==> src/rtl/negflag_pkg.sv <==
package negflag_pkg;

  typedef struct packed {
    logic capture;
    logic publish;
  } ctrlStrobes_t;

  typedef struct packed {
    logic carry;
    logic overflow;
    logic zero;
    logic sign;
    logic parity;
    logic aux;
  } negFlags_t;

endpackage

==> src/rtl/neg_ctrl.sv <==
module neg_ctrl
  import negflag_pkg::*;
(
  input  logic         clk,
  input  logic         rst,
  input  logic         inValid,
  output ctrlStrobes_t strobes,
  output logic         outValid
);

  logic stageValid;

  always_ff @(posedge clk) begin
    if (rst) begin
      stageValid <= 1'b0;
      outValid   <= 1'b0;
    end else begin
      stageValid <= inValid;
      outValid   <= stageValid;
    end
  end

  always_comb begin
    strobes.capture = inValid;
    strobes.publish = stageValid;
  end

  AST_REQ_ADVANCES: assert property (@(posedge clk) disable iff (rst)
    inValid |=> stageValid);
  AST_STAGE_PUBLISHES: assert property (@(posedge clk) disable iff (rst)
    stageValid |=> outValid);
  AST_NO_SPURIOUS_VALID: assert property (@(posedge clk) disable iff (rst)
    !stageValid |=> !outValid);

endmodule

==> src/rtl/neg_datapath.sv <==
module neg_datapath
  import negflag_pkg::*;
#(
  parameter int SIZE_W = 2,
  localparam int LANES  = 1 << SIZE_W,
  localparam int DATA_W = 8 << (LANES - 1)
) (
  input  logic              clk,
  input  logic              rst,
  input  ctrlStrobes_t      strobes,
  input  logic [SIZE_W-1:0] inSize,
  input  logic [DATA_W-1:0] inOperand,
  output logic [DATA_W-1:0] resultQ,
  output negFlags_t         flagsQ
);

  logic [SIZE_W-1:0] sizeStage;
  logic [DATA_W-1:0] opStage;

  logic [DATA_W-1:0] laneRes   [LANES];
  negFlags_t         laneFlags [LANES];

  always_ff @(posedge clk) begin
    if (rst) begin
      sizeStage <= '0;
      opStage   <= '0;
    end else if (strobes.capture) begin
      sizeStage <= inSize;
      opStage   <= inOperand;
    end
  end

  for (genvar g = 0; g < LANES; g++) begin : gLane
    localparam int LW = 8 << g;
    localparam logic [DATA_W-1:0] LANE_MASK = {DATA_W{1'b1}} >> (DATA_W - LW);
    localparam logic [DATA_W-1:0] TOP_BIT   = DATA_W'(1) << (LW - 1);

    logic [DATA_W-1:0] opTrunc;
    logic [DATA_W-1:0] negTrunc;

    always_comb begin
      opTrunc  = opStage & LANE_MASK;
      negTrunc = (DATA_W'(0) - opTrunc) & LANE_MASK;
      laneRes[g]            = negTrunc;
      laneFlags[g].carry    = |opTrunc;
      laneFlags[g].overflow = (opTrunc == TOP_BIT);
      laneFlags[g].zero     = ~|negTrunc;
      laneFlags[g].sign     = |(negTrunc & TOP_BIT);
      laneFlags[g].parity   = ~^negTrunc[7:0];
      laneFlags[g].aux      = negTrunc[4] ^ opTrunc[4];
    end
  end

  always_ff @(posedge clk) begin
    if (rst) begin
      resultQ <= '0;
      flagsQ  <= '0;
    end else if (strobes.publish) begin
      resultQ <= laneRes[sizeStage];
      flagsQ  <= laneFlags[sizeStage];
    end
  end

  AST_ZERO_MATCHES_RESULT: assert property (@(posedge clk) disable iff (rst)
    strobes.publish |=> (flagsQ.zero == (resultQ == '0)));
  AST_CARRY_OPPOSES_ZERO: assert property (@(posedge clk) disable iff (rst)
    strobes.publish |=> (flagsQ.carry != flagsQ.zero));
  AST_OVERFLOW_IMPLIES_SIGN: assert property (@(posedge clk) disable iff (rst)
    strobes.publish |=> (!flagsQ.overflow || (flagsQ.sign && flagsQ.carry)));
  AST_PARITY_LOW_BYTE: assert property (@(posedge clk) disable iff (rst)
    strobes.publish |=> (flagsQ.parity == ~^resultQ[7:0]));
  AST_HOLD_RESULT: assert property (@(posedge clk) disable iff (rst)
    !strobes.publish |=> ($stable(resultQ) && $stable(flagsQ)));

endmodule

==> src/rtl/neg_flag_unit.sv <==
module neg_flag_unit
  import negflag_pkg::*;
(
  input  logic        clk,
  input  logic        rst,
  input  logic        inValid,
  input  logic [1:0]  inSize,
  input  logic [63:0] inOperand,
  output logic        outValid,
  output logic [63:0] outResult,
  output logic        carryOut,
  output logic        overflowOut,
  output logic        zeroOut,
  output logic        signOut,
  output logic        parityOut,
  output logic        auxOut
);

  ctrlStrobes_t strobes;
  negFlags_t    flagsQ;

  neg_ctrl ctrl_i (
    .clk      (clk),
    .rst      (rst),
    .inValid  (inValid),
    .strobes  (strobes),
    .outValid (outValid)
  );

  neg_datapath #(.SIZE_W(2)) dp_i (
    .clk       (clk),
    .rst       (rst),
    .strobes   (strobes),
    .inSize    (inSize),
    .inOperand (inOperand),
    .resultQ   (outResult),
    .flagsQ    (flagsQ)
  );

  assign carryOut    = flagsQ.carry;
  assign overflowOut = flagsQ.overflow;
  assign zeroOut     = flagsQ.zero;
  assign signOut     = flagsQ.sign;
  assign parityOut   = flagsQ.parity;
  assign auxOut      = flagsQ.aux;

endmodule

==> config.mk <==
export PLATFORM = sky130hd
export DESIGN_NAME = neg_flag_unit
export DESIGN_NICKNAME = d
export VERILOG_FILES = /design/src/rtl/negflag_pkg.sv /design/src/rtl/neg_ctrl.sv /design/src/rtl/neg_datapath.sv /design/src/rtl/neg_flag_unit.sv
export SDC_FILE = /design/constraint.sdc
export NUM_CORES = 1
export LEC_CHECK = 0
export ABC_AREA = 1
export BUFFER_PORTS_ARGS = -buffer_cell sky130_fd_sc_hd__buf_2
export CORE_ASPECT_RATIO = 1.5
export CORE_MARGIN = 10
export CORE_UTILIZATION = 51
export DETAILED_ROUTE_END_ITERATION = 10
export PLACE_DENSITY = 0.77
export SYNTH_ARGS = -nofsm -noshare
export SYNTH_HDL_FRONTEND = slang
export SYNTH_HIERARCHICAL = 1
export SYNTH_SLANG_ARGS = --single-unit
==> constraint.sdc <==
create_clock -name clk -period 2.3 [get_ports clk]
set_input_delay 0.23 -clock clk [delete_from_list [all_inputs] [get_ports clk]]
set_output_delay 0.23 -clock clk [all_outputs]
set_load 0.01 [all_outputs]
==> results by group <==
CTS
  • TritonCTS clock tree: done
  • Num CTS Buffers: 17
  • Clk_lat worst skew: 0.42 ns
  • Worst-case clock buffer depth: 2
  • H-tree Lvls: 4
  • Clk root buf: clkbuf_16
  • Clock Sink Count: 138
  • Clock Pin Slew Worst Setup and Hold Paths: 0.06 ns

Final layout
  • FF/Latch Area: between 0.002 and 0.003 mm2
  • Multi-input logic area: 0.00431 mm2
  • Non-Filler Instances: 1,494
  • Fin area: 0.00939 mm2
  • Ratio of cells with drive above 1 in the final layout: 0.246
  • Syn-to-layout area delta: 27.7%
  • # diodes: 0
  • Nets@finish: between 1k and 1.5k
  • FILL cells: between 1k and 1.5k

Route
  • M1 WL: 9700 um
  • Post-DRT Antenna Nets: 0
  • Detailed-route via count: about 8.0k
  • Via density: 5.33
  • DRT Wirelength: ~26,000 um
  • TritonRoute pass-1 iters: 5
  • Top routing layer used: met4
  • Routed wl met2: 13,600 um
  • Initial DRC Count: approximately 650
  • Drc violations: 0
  • Wire per inst: 17.5 um
  • Metal3 WL: between 1500 and 2000 um

Timing
  • Final worst-path cycle share: 0.989
  • Rel. slew slack: 0.556
  • Final hold violation count: 0
  • Setup TNS: 0 ns
  • F_max: between 400 and 500 MHz
  • Clk_skew: 0.00971 ns
  • Slew @ Worst Pin: about 0.67 ns
  • Fin crit period: roughly 2.3 ns
  • RSZ-0062 raised after global routing: true
  • Endpoints failing setup: 0
  • Count of final max-slew check failures: 0

Synthesis
  • EDFF count, synth: 0
  • Synthesized Nets: ~1.2k
  • Mapped Avg Cell Area: about 6.6 um2
  • Sequential cell area fraction in the yosys report: 0.376
  • Post-synth top flop: dfxtp_1
  • Flops & latches, synth: 138
  • Area fraction of the dominant cell type after synthesis: 0.376
  • Yosys top cell by area: dfxtp_1
  • Syn Inst Count: around 1.1k
  • Ranking of synthesized cells by area: dfxtp_1, nand2_1, nor2_1
  • Mapped Area: around 0.0074 mm2
  • Syn. warnings: 6
  • Yosys cell types: 34
  • Fraction of registers with async set/reset: 0

Critical path
  • Setup crit start kind: flop
  • CP max FO: 5
  • Arr. time, crit path: 2.63 ns
  • Worst reg2reg path depth: 14
  • CP Launch Point: dp_i/gLane[3].opTrunc[0]
  • Crit Reg-Reg Endpoint: dp_i/flagsQ[3]
  • Worst reg2reg startpoint: dp_i/gLane[3].opTrunc[0]
  • Crit end category: flop
  • Required @ worst endpoint: 2.66 ns
  • R2r setup slk: 0.03 ns
  • Kind of critical path: reg -> reg

Placed design
  • Routability cong.: 0.977
  • DP Wirelength: 19,800 um
  • Area after DPL: 0.00847 mm2
  • Placed insts: 1,442
  • PortBufs: around 140

Power and ir drop
  • Cell area power density: 693 mW/mm2
  • Max VDD drop: 0.423 mV
  • P_leak: around 4.2 nW

Floorplan
  • Core ar.: 0.0141 mm2
  • Cell row count: 53
  • Die Ht: 167 um
  • Total die area: 0.0197 mm2
  • Die span in x: 118 um
  • Top-Level Pins: 140
  • Initial Utilization: 0.523

Hold path
  • Hold Path End: dp_i/gLane[3].opTrunc[54]
  • Min-delay worst type: in -> reg
  • Hold Path Stages: 3
  • HP Start: inOperand[54]

Global routing
  • Total grt overflow: 0
  • Largest net degree at the start of global routing: 79
  • Antenna violations before repair: 0
  • Vias in the first global route: 7,875
  • GRT Overall Usage: 0.257
  • Global-route wire length before repair: 40,900 um

Flow run
  • Max Cap Viol: 0

Run status
  • Status: completed
==> logic make-up after synthesis <==
group                      after synthesis  share of synthesized area
DFF                                    138                      0.376
and+or+nand+nor                        630                      0.382
buffers and inverters                  116                     0.0603
adders and majority gates                4                    0.00681
AOI/OAI and AO/OA                      190                      0.134
xor gates and xnor gates                34                     0.0415
==> final cells by class <==
class | instances | area share
Tap cell | 192 | 0.0256
Inverter | 73 | 0.0292
Multi-Input combinational cell | 858 | 0.459
Clock buffer | 18 | 0.0457
Clock inverter | 13 | 0.0155
Timing Repair Buffer | 202 | 0.130
Sequential cell | 138 | 0.295
==> sequential cells by signal, summed over array words and instances, names as in the netlist <==
name	count
dp_i/gLane.opTrunc	64
dp_i/sizeStage	2
dp_i/resultQ	64
ctrl_i/outValid	1
dp_i/flagsQ	6
ctrl_i/stageValid	1
==> cells in the final DEF, fill, tap and decap left out, types with 2 or more instances in the layout <==
| master | n |
|---|---|
| nand2_1 | 294 |
| nor2_1 | 181 |
| buf_2 | 139 |
| dfxtp_1 | 136 |
| a21oi_1 | 102 |
| o21ai_0 | 75 |
| inv_1 | 66 |
| buf_4 | 58 |
| nand3_1 | 51 |
| xor2_1 | 25 |
| nor2_2 | 24 |
| nand3b_1 | 18 |
| clkbuf_16 | 17 |
| nor2_4 | 14 |
| nand2_2 | 12 |
| xor2_2 | 7 |
| or2_2 | 7 |
| o211ai_1 | 7 |
| inv_2 | 5 |
| nor2_8 | 5 |
| nand4_1 | 5 |
| nor3_1 | 5 |
| nand2_4 | 4 |
| buf_12 | 4 |
| clkinvlp_4 | 3 |
| inv_6 | 3 |
| clkinv_4 | 3 |
| ha_1 | 3 |
| clkinv_2 | 2 |
| bufinv_16 | 2 |
| nand3_4 | 2 |
| clkinv_1 | 2 |
| and2_1 | 2 |
| xnor2_1 | 2 |
| o31ai_1 | 2 |
| nor3_2 | 2 |
| dfxtp_2 | 2 |
==> critical path, stage by stage, from the launching register on <==
cell and delay [ns]:
dfxtp_2 0.33, inv_2 0.07, buf_4 0.14, nand3_4 0.12, nor2_8 0.20, xor2_2 0.18, ha_1 0.17, nand4_1 0.20
nor3_2 0.22, nand2_1 0.07, nor3_1 0.15, nand2_1 0.07, nor2_1 0.13, nand2_2 0.07, a21oi_2 0.10
==> power breakdown <==
group | internal (W) | switching, W
Clock | 0.00160 | 0.00109
Combinational | 0.000436 | 0.000738
Sequential | 0.00251 | 0.000124
Total | 0.00455 | 0.00195
==> timing repair <==
item                       4_1_cts  5_1_grt
gates resized for setup          5       39
setup endpoints to repair        1        2
hold buffers                     0        0
pin swaps                        5       23
buffers inserted                 8       13
==> metrics by stage <==
stage | setup slack [ns] | hold slack [ns] | util | power, W
6_report | 0.0250 | 0.0344 | 0.668 | 0.00650
3_5_place_dp | -0.0591 | 0.452 | 0.603 | 0.00374
4_1_cts | 0.00643 | 0.0185 | 0.649 | 0.00646
5_1_grt | -0.108 | 0.0327 | 0.668 | 0.00676
3_3_place_gp | -0.0165 | 0.450 | 0.603 | 0.00374
2_1_floorplan | 0.178 | 0.301 | - | 0.00334
==> routing by layer <==
layer,vias up,GRT usage
li1,3928,-
met1,3653,0.267
met2,305,0.473
met3,71,0.0562
met4,0,0.130
met5,-,0
==> worst max path at each step <==
| stage | slack [ns] | cells past startpoint | end |
|---|---|---|---|
| global route | -0.11 | 14 | dp_i/flagsQ[3] |
| global placement | -0.02 | 14 | dp_i/flagsQ[3] |
| CTS | 0.006 | 17 | dp_i/flagsQ[3] |
| detailed placement | -0.06 | 17 | dp_i/flagsQ[3] |
| floorplan | 0.18 | 14 | dp_i/flagsQ[3] |
| finish | 0.03 | 14 | dp_i/flagsQ[3] |
==> cell usage after synthesis, types with 3 or more instances <==
master / number
a21oi_1: 102
clkbuf_1: 41
dfxtp_1: 138
ha_1: 4
inv_1: 68
inv_2: 3
nand2_1: 300
nand2_2: 7
nand2_4: 4
nand3_1: 52
nand3b_1: 18
nand4_1: 5
nor2_1: 200
nor2_2: 8
nor2_4: 11
nor2_8: 5
nor3_1: 7
o211ai_1: 7
o21ai_0: 75
or2_2: 7
xor2_1: 31
No activity file was read; power rests on OpenSTA's default activity.
